--- config.mk ---
export PLATFORM = sky130hd
export DESIGN_NAME = spim_ctrl
export DESIGN_NICKNAME = d
export VERILOG_FILES = /design/src/rtl/spim_ctrl.sv
export SDC_FILE = /design/constraint.sdc
export NUM_CORES = 1
export LEC_CHECK = 0
export CORE_ASPECT_RATIO = 1.4
export CORE_MARGIN = 2
export CORE_UTILIZATION = 40
export CTS_CLUSTER_SIZE = 25
export DETAILED_ROUTE_END_ITERATION = 8
export PLACE_DENSITY_LB_ADDON = 0.12
export SYNTH_ARGS = -nofsm -noshare
export SYNTH_HDL_FRONTEND = slang
export SYNTH_SLANG_ARGS = --single-unit
--- constraint.sdc ---
create_clock -name clk -period 3.22 [get_ports clk]
set_input_delay 0.644 -clock clk [delete_from_list [all_inputs] [get_ports clk]]
set_output_delay 0.644 -clock clk [all_outputs]
set_load 0.03 [all_outputs]
--- src/rtl/spim_ctrl.sv ---
module spim_ctrl #(
  parameter int AW = 8,
  parameter int DW = 32
) (
  input  logic          clk,
  input  logic          rst_n,
  input  logic          bus_sel,
  input  logic          bus_wr,
  input  logic [AW-1:0] bus_addr,
  input  logic [DW-1:0] bus_wdata,
  output logic [DW-1:0] bus_rdata,
  output logic          spi_sck,
  output logic          spi_mosi,
  input  logic          spi_miso,
  output logic          spi_cs_n
);
  localparam logic [AW-1:0] A_CTRL  = AW'('h00);
  localparam logic [AW-1:0] A_CFG   = AW'('h04);
  localparam logic [AW-1:0] A_TX    = AW'('h08);
  localparam logic [AW-1:0] A_RX    = AW'('h0C);
  localparam logic [AW-1:0] A_CAUSE = AW'('h10);

  logic        cs_q, busy_q, sck_q, w16_q, done_q;
  logic [5:0]  cfg_q;
  logic [3:0]  half_q, div_q, bit_q;
  logic [15:0] txs_q, rxs_q, rx_q;

  logic wr_ctrl, wr_cfg, wr_tx, wr_cause, rd;
  assign wr_ctrl  = bus_sel && bus_wr && bus_addr == A_CTRL;
  assign wr_cfg   = bus_sel && bus_wr && bus_addr == A_CFG;
  assign wr_tx    = bus_sel && bus_wr && bus_addr == A_TX;
  assign wr_cause = bus_sel && bus_wr && bus_addr == A_CAUSE;
  assign rd       = bus_sel && !bus_wr;

  logic [3:0] half_now, last_bit;
  logic       start, tick, rise, fall, fin;
  assign half_now = (cfg_q[4:0] < 5'h12) ? 4'd2 : cfg_q[3:0];
  assign last_bit = w16_q ? 4'd15 : 4'd7;
  assign start    = wr_tx && !busy_q;
  assign tick     = busy_q && (div_q == half_q - 4'd1);
  assign rise     = tick && !sck_q;
  assign fall     = tick && sck_q;
  assign fin      = fall && (bit_q == last_bit);

  logic unused_wdata;
  assign unused_wdata = ^bus_wdata[DW-1:16];

  always_ff @(posedge clk or negedge rst_n) begin
    if (!rst_n) begin
      cs_q  <= 1'b0;
      cfg_q <= '0;
    end else begin
      if (wr_ctrl) cs_q  <= bus_wdata[0];
      if (wr_cfg)  cfg_q <= bus_wdata[5:0];
    end
  end

  always_ff @(posedge clk or negedge rst_n) begin
    if (!rst_n) begin
      busy_q <= 1'b0;
      sck_q  <= 1'b0;
      w16_q  <= 1'b0;
      half_q <= 4'd2;
      div_q  <= '0;
      bit_q  <= '0;
      txs_q  <= '0;
      rxs_q  <= '0;
      rx_q   <= '0;
    end else if (start) begin
      busy_q <= 1'b1;
      sck_q  <= 1'b0;
      div_q  <= '0;
      bit_q  <= '0;
      half_q <= half_now;
      w16_q  <= cfg_q[5];
      txs_q  <= cfg_q[5] ? bus_wdata[15:0] : {bus_wdata[7:0], 8'h00};
    end else if (busy_q) begin
      div_q <= tick ? 4'd0 : div_q + 4'd1;
      if (rise) begin
        sck_q <= 1'b1;
        rxs_q <= {rxs_q[14:0], spi_miso};
      end
      if (fall) begin
        sck_q <= 1'b0;
        if (fin) begin
          busy_q <= 1'b0;
          rx_q   <= w16_q ? rxs_q : {8'h00, rxs_q[7:0]};
        end else begin
          bit_q <= bit_q + 4'd1;
          txs_q <= txs_q << 1;
        end
      end
    end
  end

  always_ff @(posedge clk or negedge rst_n) begin
    if (!rst_n)                        done_q <= 1'b0;
    else if (fin)                      done_q <= 1'b1;
    else if (wr_cause && !bus_wdata[0]) done_q <= 1'b0;
  end

  assign spi_sck  = sck_q;
  assign spi_mosi = txs_q[15];
  assign spi_cs_n = !cs_q;

  always_comb begin
    bus_rdata = '0;
    if (rd) begin
      case (bus_addr)
        A_CTRL:  bus_rdata[1:0]  = {busy_q, cs_q};
        A_CFG:   bus_rdata[5:0]  = cfg_q;
        A_RX:    bus_rdata[15:0] = rx_q;
        A_CAUSE: bus_rdata[0]    = done_q;
        default: bus_rdata       = '0;
      endcase
    end
  end


  cs_follow_chk: assert property (@(posedge clk) disable iff (!rst_n)
    wr_ctrl |=> spi_cs_n == !$past(bus_wdata[0]));


  sck_idle_chk: assert property (@(posedge clk) disable iff (!rst_n)
    !busy_q |-> !spi_sck);


  done_rise_chk: assert property (@(posedge clk) disable iff (!rst_n)
    $rose(done_q) |-> $fell(busy_q));


  cfg_hold_chk: assert property (@(posedge clk) disable iff (!rst_n)
    busy_q |=> $stable(half_q) && $stable(w16_q));


  div_range_chk: assert property (@(posedge clk) disable iff (!rst_n)
    busy_q |-> (div_q < half_q) && (half_q >= 4'd2));


  bit_range_chk: assert property (@(posedge clk) disable iff (!rst_n)
    busy_q |-> bit_q <= last_bit);
endmodule

Word-level counts from Yosys, hierarchy flattened
Index checks and enable logic that the tools add are counted.
{"block": "op_classes", "n_addsub": 3, "n_eq_ne": 7, "magnitude_cmp": 1, "muxes": 30, "bitwise_logic": 1, "n_reduce_logical": 26}
{"op": "$mux W16", "count": 7}
{"op": "$mux W4", "count": 9}
{"op": "$eq A8 B4 Y1 const B", "count": 2}
{"op": "$logic_and A1 B1 Y1", "count": 12}
{"op": "$mux W1", "count": 10}
{"op": "$mux W10", "count": 1}
{"op": "$add A4 B1 Y4 const B", "count": 2}
{"op": "$eq A4 B4 Y1", "count": 2}
{"op": "$eq A8 B3 Y1 const B", "count": 1}
{"op": "$eq A8 B5 Y1 const B", "count": 1}
{"op": "$logic_not A8 Y1", "count": 1}
{"op": "$pmux W4 S2", "count": 1}
{"op": "$reduce_and A3 Y1", "count": 2}
{"op": "$reduce_bool A2 Y1", "count": 3}
{"op": "$logic_not A1 Y1", "count": 5}
{"op": "$lt A5 B5 Y1 const B", "count": 1}
{"op": "$pmux W1 S4", "count": 1}
{"op": "$reduce_and A4 Y1", "count": 1}
{"op": "$sub A4 B1 Y4 const B", "count": 1}
{"op": "$pmux W1 S3", "count": 1}
{"op": "$reduce_bool A3 Y1", "count": 1}
{"op": "$ne A2 B2 Y1 const B", "count": 1}
{"op": "$reduce_and A2 Y1", "count": 1}
{"op": "$not A1 Y1", "count": 1}
{"block": "word_totals", "register_bits": 71, "out_inout_bits": 35, "word_cells": 80, "in_bits": 45}

Longest topological paths before layout
{"block": "logic_depth", "word_depth": 9, "ltp_mapped": 8, "ltp_nobuf": 6}

Worst setup path before layout
No wires, ideal clock.
{"block": "synth_path", "path_type": "in2out", "startpoint": "input port bus_addr[4]", "endpoint": "output port bus_rdata[0]", "path_stages": 5, "path_buffers": 1, "slack_ps": -160, "arrival_time_ps": 2736, "cell_sequence": "clkbuf_1 -> nand2_1 -> o21ai_0 -> a221oi_1 -> a2111oi_0"}
{"block": "synth_between", "elab_chain_len": 3, "word_cells_on_any_way": 6, "cone_classes": "3 x eq/ne; 2 x mux; 1 x reduce/logical"}
{"element": "start: declaration", "line_no": "9", "text": "input logic [AW-1:0] bus_addr,"}
{"element": "$eq A8 B5 Y1 (tied with other cells)", "line_no": "109", "text": "case (bus_addr)"}
{"element": "$pmux W1 S4 *", "line_no": "109"}
{"element": "$mux W16 *", "line_no": "108", "text": "if (rd) begin"}
{"element": "end: declaration", "line_no": "11", "text": "output logic [DW-1:0] bus_rdata,"}
Mark *: on every way between the ends. The rest lies on a longest branch, timed or not.

Worst setup path after layout
{"block": "layout_path", "startpoint": "input port bus_addr[5]", "endpoint": "output port bus_rdata[3]"}
{"block": "layout_between", "elab_chain_len": 3, "word_cells_on_any_way": 4, "cone_classes": "2 x eq/ne; 2 x mux"}
{"element": "$eq A8 B4 Y1 / $eq A8 B3 Y1 (equally long branches)", "line_no": "109"}
{"element": "$pmux W4 S2 *", "line_no": "109"}
{"element": "$mux W16 *", "line_no": "108"}
Marks and branches as above.

==> results.toml <==
[worst_hold_path]
hold_class = "in -> async"

[clocking]
cts_buffers = 9
clock_latency_ps = 330
h-tree-depth = 3
cts_tree = "done"
cts.sinks = 71
cts-root-buf = "clkbuf_16"
cts_buffer_depth = 2
clk_pin_slew_ps = 60
cts_hold_buf = 0

[synth]
synth_area_um2 = 3870
synth_top_flop_cell = "dfrtp_1"
async_reset_ff_share_pct = 100
synth_edf_count = 0
yosysWarnings = 0
syn_inst = 344
syn_area_per_cell_um2 = 11.3
yosysUniqueCellTypes = 54
yosysSeqAreaShare_pct = 45.9
synth-seq-cells = 71

[floorplanning]
boundaryPins = 80
dieArea_um2 = 10500
core.rowCount = 42
die_h_um = 120
core-area_um2 = 9460
start_util_pct = 40.9
die_w_um = 87.2

[power]
netSwitchingFraction_pct = 25.0
power_density_nw_per_um2 = 500
seqPwrFrac_pct = 42.2
irDropWorstVdd_v = 0.000293
pwr-share-clk_pct = 45.6
p_int_mw = 1.80
leakage_nw = 2.03
comb_power_share_pct = 12.2
p_switching_mw = 0.598

[status]
status = "finished, final reports clean"

[timing]
tightest_slew_ps = 788
hold_viol_final = 0
min_period_over_period_pct = 97.8
timing.fmax_ghz = 0.317
fin_crit_ps = 3150
finalSetupViolCount = 0
worst_slack_ps = 69.2
fin_skew_ps = 6.13
slew_headroom_pct = 47.5
timing_max_transition_violations_final = 0
rsz0062_at_grt = "false"

[critical_path]
reg2reg_from = "half_q[1]$_DFFE_PN1P_"
r2r_cells = 7
crit_fanout = 5
r2r-end = "rx_q[12]$_DFFE_PN0P_"
cp.arrival_ps = 2510
end_kind = "output pin"
rrSetupSlack_ps = 570
critPathRequiredTime_ps = 2580
criticalPathCategory = "in -> out"
start_kind = "primary input"

[placement]
numPortBuffers = 47
gp_congestion = 0.771
numPlacedInstances = 498
hpwl_um = 5640
place_ws_ps = -227

[drt]
via_count = 2739
vias_per_cell = 5.31
drc = 0
first_pass_iters = 4
antenna_left = 0
dr.first_iter.drc_count = 101
avgRoutedWirePerCell_um = 15.9
wl_um = 8210

[finish]
multi_input_area_um2 = 1880
fill_cells = 888
diodes = 0
final_nets = 449
seq_area_um2 = 1780
drive_gt1_share_pct = 27.8
synthToLayoutAreaGrowth_pct = 23.7
final_cell_count_no_fill = 516

[grt]
track_usage_pct = 16.8
use_met3_pct = 4.16
use_met2_pct = 28.3
grt_pass1_wl_um = 13700
first_global_vias = 2773
grt_max_degree = 51
gr-max-usage-layer = "met2"
use_met1_pct = 20.9
grt_overflow = 0
grt_antenna_before_repair = 0

[job]
cap_violations = 0
==> state kept, by name, summed over array words and instances, names as in the netlist <==
name / cells
busy_q: 1
rxs_q: 16
cfg_q: 6
w16_q: 1
div_q: 4
spi_sck: 1
half_q: 4
cs_q: 1
done_q: 1
bit_q: 4
rx_q: 16
txs_q: 16
==> synthesized netlist by cell type, types with 2 or more instances <==
library cell / n / area, um2
ha_1: 3 / 37.5
nor4_1: 2 / 12.5
o21ai_0: 4 / 20.0
a31oi_1: 2 / 12.5
o221ai_2: 6 / 90.1
o31ai_1: 5 / 37.5
nand4_1: 18 / 113
xor2_2: 2 / 32.5
o22ai_1: 4 / 25.0
mux2_4: 10 / 150
nor3_1: 11 / 55.1
and2_1: 2 / 12.5
buf_4: 18 / 135
nand2b_1: 3 / 18.8
a2111oi_0: 2 / 17.5
xnor2_1: 3 / 26.3
mux2i_1: 22 / 220
buf_2: 5 / 25.0
a21o_1: 2 / 15.0
inv_1: 14 / 52.6
nor2_1: 8 / 30.0
nor3_4: 3 / 48.8
clkbuf_1: 5 / 18.8
nand3_1: 5 / 25.0
or4_1: 3 / 22.5
a21oi_1: 2 / 10.0
buf_6: 6 / 67.6
nand2_1: 49 / 184
mux2_2: 22 / 248
o221ai_1: 9 / 78.8
xor2_1: 2 / 17.5
dfrtp_1: 70 / 1750
==> area by class of cell <==
type                       count  area share, %
clock inverter                 5           1.67
tap                          110           2.87
inverter                      15           1.18
sequential                    71           37.1
timing repair buffer          66           12.6
clock buffer                  11           5.28
multi-input combinational    238           39.3
==> metal layers <==
metal  wire, um  part of all wire (%)
met1       3560                    43
met2       4280                    52
met3        265                   3.2
met4        114                   1.4
met5          0                     0
==> per-stage QoR <==
step                cell area (um2)  setup TNS, ps  hold WS [ps]  util, %  total power, mW
CTS                            4780              0           416     50.5             2.43
global route                   4790              0           447     50.6             2.50
floorplan                      3930              0           348        -             1.22
finish                         4790              0           390     50.6             2.40
global placement               4380          -1960           468     46.3             1.32
detailed placement             4380          -1980           469     46.3             1.32
==> kinds of logic (layout without fill, tap and decap cells) <==
logic type               count (synthesis)  after routing  share of synthesized area, %
flip-flops                              71             71                          45.9
buffers and inverters                   51             97                          8.43
multiplexers                            54             54                          16.0
XOR/XNOR                                 9              9                          3.26
other                                    1             16                        0.0968
adder cells (fa/ha/maj)                  3              3                         0.969
AND/OR/NAND/NOR                        114            115                          16.3
AO/OA/AOI/OAI                           41             41                          9.01
==> cell usage in the layout (no fill, tap or decap), drive strengths merged, types with 2 or more instances in the layout <==
cell / count
a2111oi: 2
a21o: 2
a21oi: 3
a31oi: 2
and2: 2
buf: 36
bufinv: 2
clkbuf: 11
clkdlybuf4s50: 25
clkinv: 2
clkinvlp: 2
conb: 16
dfrtp: 70
dlygate4sd2: 5
ha: 3
inv: 14
mux2: 32
mux2i: 22
nand2: 49
nand2b: 3
nand3: 5
nand4: 19
nor2: 8
nor3: 15
nor4: 3
o21ai: 4
o221ai: 15
o22ai: 4
o31ai: 5
or2: 2
or4: 3
xnor2: 3
xor2: 5
==> worst max-delay path, stage by stage <==
cell	delay, ps
clkdlybuf4s50_1	410
or3_1	320
or4_4	450
or2_4	290
buf_6	150
nor2_4	100
buf_6	130
==> power by group through the flow <==
stage | combinational [mW] | sequential, mW | clock, mW
final | 0.293 | 1.01 | 1.09
after CTS | 0.298 | 1.01 | 1.12
after detailed placement | 0.297 | 1.03 | 0
after global placement | 0.292 | 1.03 | 0
after floorplan | 0.200 | 1.02 | 0
after global routing | 0.323 | 1.02 | 1.16
==> how the worst max path moves through the flow <==
stage                     start            end  slack, ps  cells past startpoint
CTS                 bus_addr[5]   bus_rdata[5]         40                      7
finish              bus_addr[5]   bus_rdata[3]         70                      7
global route        bus_addr[5]  bus_rdata[11]         10                      6
global placement    bus_addr[5]   bus_rdata[5]       -220                      7
detailed placement  bus_addr[5]   bus_rdata[5]       -230                      7
floorplan           bus_addr[5]  bus_rdata[10]         10                      5
==> repair_timing <==
action	CTS	global route
gates cloned	1	0
pin swaps	4	1
endpoints found under the hold margin	0	0
resized for setup	20	2
setup endpoints to repair	14	6
setup buffers	1	0
Power figures use the tool's default switching activity.
